**src/rtl/hazard_pkg.sv**
```systemverilog
`timescale 1ns/1ps
package hazard_pkg;

  // Operand source select driven to the execute-stage ALU input muxes
  typedef enum logic [1:0] {
    SRC_REGFILE = 2'b00,
    SRC_WB      = 2'b01,
    SRC_MEM     = 2'b10
  } opnd_src_e;

  localparam int unsigned NUM_OPND = 2;

endpackage

```
**src/rtl/fwd_src_match.sv**
```systemverilog
`timescale 1ns/1ps
// Picks the bypass source for one execute-stage operand.
module fwd_src_match
  import hazard_pkg::*;
#(
  parameter int unsigned REG_W = 5
) (
  input  logic [REG_W-1:0] src,
  input  logic [REG_W-1:0] mem_rd,
  input  logic             mem_we,
  input  logic [REG_W-1:0] wb_rd,
  input  logic             wb_we,
  output opnd_src_e        sel
);

  logic src_live;
  logic mem_hit;
  logic wb_hit;

  assign src_live = (src != '0);
  assign mem_hit  = src_live && mem_we && (mem_rd == src);
  assign wb_hit   = src_live && wb_we  && (wb_rd  == src);

  // The newer result (memory stage) is checked first.
  always_comb begin
    if (mem_hit)     sel = SRC_MEM;
    else if (wb_hit) sel = SRC_WB;
    else             sel = SRC_REGFILE;
  end

endmodule

```
**src/rtl/load_use_detect.sv**
```systemverilog
`timescale 1ns/1ps
// Flags a decode-stage read of a register that a load in execute will write.
module load_use_detect #(
  parameter int unsigned REG_W   = 5,
  parameter int unsigned NUM_SRC = 2
) (
  input  logic [NUM_SRC-1:0][REG_W-1:0] id_src,
  input  logic [REG_W-1:0]              ex_rd,
  input  logic                          ex_we,
  input  logic                          ex_load,
  output logic                          hit
);

  logic             producer_ok;
  logic [NUM_SRC-1:0] src_hit;

  assign producer_ok = ex_load && ex_we && (ex_rd != '0);

  for (genvar g = 0; g < NUM_SRC; g++) begin : g_cmp
    assign src_hit[g] = producer_ok && (id_src[g] == ex_rd);
  end

  assign hit = |src_hit;

endmodule

```
**src/rtl/hazard_fwd_unit.sv**
```systemverilog
`timescale 1ns/1ps
module hazard_fwd_unit
  import hazard_pkg::*;
#(
  parameter int unsigned REG_W = 5
) (
  input  logic [REG_W-1:0] id_rs1,
  input  logic [REG_W-1:0] id_rs2,
  input  logic [REG_W-1:0] ex_rs1,
  input  logic [REG_W-1:0] ex_rs2,
  input  logic [REG_W-1:0] ex_rd,
  input  logic             ex_we,
  input  logic             ex_load,
  input  logic [REG_W-1:0] mem_rd,
  input  logic             mem_we,
  input  logic [REG_W-1:0] wb_rd,
  input  logic             wb_we,
  output logic [1:0]       fwd_a,
  output logic [1:0]       fwd_b,
  output logic             stall,
  output logic             bubble
);

  logic [NUM_OPND-1:0][REG_W-1:0] ex_src;
  logic [NUM_OPND-1:0][REG_W-1:0] id_src;
  opnd_src_e                      sel [NUM_OPND];
  logic                           lu_hit;

  assign ex_src = {ex_rs2, ex_rs1};
  assign id_src = {id_rs2, id_rs1};

  for (genvar g = 0; g < NUM_OPND; g++) begin : g_opnd
    fwd_src_match #(.REG_W(REG_W)) u_match (
      .src    (ex_src[g]),
      .mem_rd (mem_rd),
      .mem_we (mem_we),
      .wb_rd  (wb_rd),
      .wb_we  (wb_we),
      .sel    (sel[g])
    );
  end

  load_use_detect #(.REG_W(REG_W), .NUM_SRC(NUM_OPND)) u_lu (
    .id_src  (id_src),
    .ex_rd   (ex_rd),
    .ex_we   (ex_we),
    .ex_load (ex_load),
    .hit     (lu_hit)
  );

  assign fwd_a  = sel[0];
  assign fwd_b  = sel[1];
  assign stall  = lu_hit;
  assign bubble = lu_hit;

endmodule

```
**config.mk**
```make
export PLATFORM = sky130hd
export DESIGN_NAME = hazard_fwd_unit
export DESIGN_NICKNAME = d
export VERILOG_FILES = /design/src/rtl/hazard_pkg.sv /design/src/rtl/fwd_src_match.sv /design/src/rtl/load_use_detect.sv /design/src/rtl/hazard_fwd_unit.sv
export SDC_FILE = /design/constraint.sdc
export NUM_CORES = 1
export LEC_CHECK = 0
export BUFFER_PORTS_ARGS = -buffer_cell sky130_fd_sc_hd__clkbuf_2
export CORE_AREA = 3 3 40 42
export DETAILED_ROUTE_END_ITERATION = 7
export DIE_AREA = 0 0 43 45
export GPL_ROUTABILITY_DRIVEN = 0
export MAX_ROUTING_LAYER = met4
export PLACE_DENSITY = 0.77
export SLEW_MARGIN = 20
export SYNTH_ARGS = -nofsm -noshare
export SYNTH_HDL_FRONTEND = slang
export SYNTH_SLANG_ARGS = --single-unit
export TNS_END_PERCENT = 20
```
**constraint.sdc**
```tcl
create_clock -name vclk -period 2.22
set_input_delay 0 -clock vclk [all_inputs]
set_output_delay 0 -clock vclk [all_outputs]
set_load 0.05 [all_outputs]
```
==> results.cfg <==
[clock_tree]
holdBufCountCts = 0
cts_setup_buffers = 0
ctsResizeCount = 0

[die]
core_area_um2 = 1280
fp.dieW_um = 43
io_pins = 45
num_rows = 13
die-area_um2 = 1940
die_h_um = 45
start_util_pct = 35.2

[global_route]
antenna_found_initial = 0
grt_pass1_vias = 514
grt_pass1_wl_mm = 1.97
busiest_layer = met2
grt_start_max_net_pins = 4
met2_usage_pct = 25.4
met3_usage_pct = 0.398
track_usage_pct = 13.1
overflow = 0
met1_usage_pct = 16.0

[timing]
max_freq_ghz = 0.720
finalHoldViolCount = 0
finalSetupViolations = 0
layout_min_cycle_time_ns = 1.39
rsz0062_at_grt = false
relSlewSlack_pct = 80.1
maxSlewViolCount = 0
max_slew.worst_pin.slew_ns = 0.295
timing.setup.tns_ns = 0
period_share_pct = 62.6

[power]
leakage_uw = 0.000299
p_sw_uw = 59.8
pwr-share-clk_pct = 0
powerDensity_nw_per_um2 = 182
swShare_pct = 48.8
ir_worst_vdd_mv = 0.0689
power_frac_comb_pct = 100.0
internal-power_uw = 62.9
p_total_uw = 123
seqPwrFrac_pct = 0

[outcome]
status = finished clean

[job]
drv_cap = 0

[worst_setup_path]
cp.depth = 6
cp.required_ns = 2.22
cpPeakStageDelay_ns = 0.55
cp-start-kind = input port
crit_buf_inv = 2
critPathMaxFanout = 3
cp_slowest_cell = or4_4
critical_path_class = input port to primary output
cp_cell_sequence = clkbuf_2, or4_4, nor2_4, nor4_2, nor4_2, clkbuf_2
end_kind = primary output
critPathTopFamily = simple AND/OR/NAND/NOR gates
critPathArrivalTime_ns = 1.39

[route]
dr_total_vias = 535
wire_per_inst_um = 10.6
drt_wl_total_mm = 1.18
drcViolationCount = 0
ant_nets = 0
via_per_inst = 4.82
drt_iter0_drc = 1
first_pass_iters = 2

[cells_and_area]
flops_and_latches = 0
final_common_cell = clkbuf_2
diodes = 0
multi_input_area_um2 = 430
drive_above_1_share_pct = 55.2
nets = 137
regArea_um2 = 0
areaGrowthSynthToFinish_pct = 48.9
fillers = 122
nClkBuffers = 0
most-common-layout-cells = clkbuf_2 (45), xnor2_1 (20), xor2_1 (10), nand4_1 (4), nor4_2 (4)

[yosys]
synth_cells = 54
ys_warn_count = 0
yosys.area.top_type_share_pct = 38.7
netlist_area_um2 = 453
synthTopCellsByArea = xnor2_1 (39%), xor2_1 (19%), nor4_2 (11%)
yosysSeqAreaShare_pct = 0
syn_avg_cell_area_um2 = 8.39
synthesis.nets = 93
synth.largest_area_cell = xnor2_1
synth_cell_types = 13

[place]
dp_hpwl_mm = 1.15
numPortBuffers = 45

[min_path]
min-delay-path-class = input port to primary output
worstHoldPathCells = 4
## layout make-up
cell class                      count  share of cell area [%]
Multi-Input combinational cell     51                    63.8
Tap cell                           15                    2.78
Timing Repair Buffer               45                    33.4
## per-layer routing
metal | vias to the layer above | routed length [um]
met2 | 39 | 593
met1 | 223 | 416
li1 | 273 | -
met5 | - | 0
met4 | 0 | 0
met3 | 0 | 169
## worst paths after layout
| check | startpoint | to | slack (ns) |
|---|---|---|---|
| worst min-delay path | wb_we | fwd_b[0] | 0.43 |
| worst max-delay path | ex_rs2[1] | fwd_b[0] | 0.83 |
## cell usage after synthesis, types with 2 or more instances
master	n
or4_4	2
xnor2_1	20
xor2_1	10
nand3_1	2
buf_4	3
nand2_1	2
nor4_2	4
nand4_1	4
nor2_4	2
nor3_1	2
## cell families after synthesis
| family | count (synthesis) | share of synthesized area, % |
|---|---|---|
| AND/OR/NAND/NOR | 19 | 34.3 |
| XOR/XNOR | 30 | 58.0 |
| AO/OA/AOI/OAI | 2 | 2.76 |
| buffers and inverters | 3 | 4.97 |
## power groups by stage
stage	Clock (uW)	Sequential (uW)	Combinational (uW)
3_3_place_gp	0	0	122
5_1_grt	0	0	136
4_1_cts	0	0	125
2_1_floorplan	0	0	64.9
6_report	0	0	123
3_5_place_dp	0	0	124
## through the flow
step / cells / hold slack (ns) / utilization, % / cell area, um^2 / setup WS [ns]
6_report: 111 / 0.429 / 52.5 / 674 / 0.831
5_1_grt: 111 / 0.457 / 52.5 / 674 / 0.739
4_1_cts: 111 / 0.432 / 52.5 / 674 / 0.811
3_5_place_dp: 111 / 0.432 / 52.5 / 674 / 0.812
3_3_place_gp: 111 / 0.423 / 52.5 / 674 / 0.843
2_1_floorplan: 54 / 0.170 / - / 453 / 0.554
Note: power is estimated with default switching activity, not from simulation.
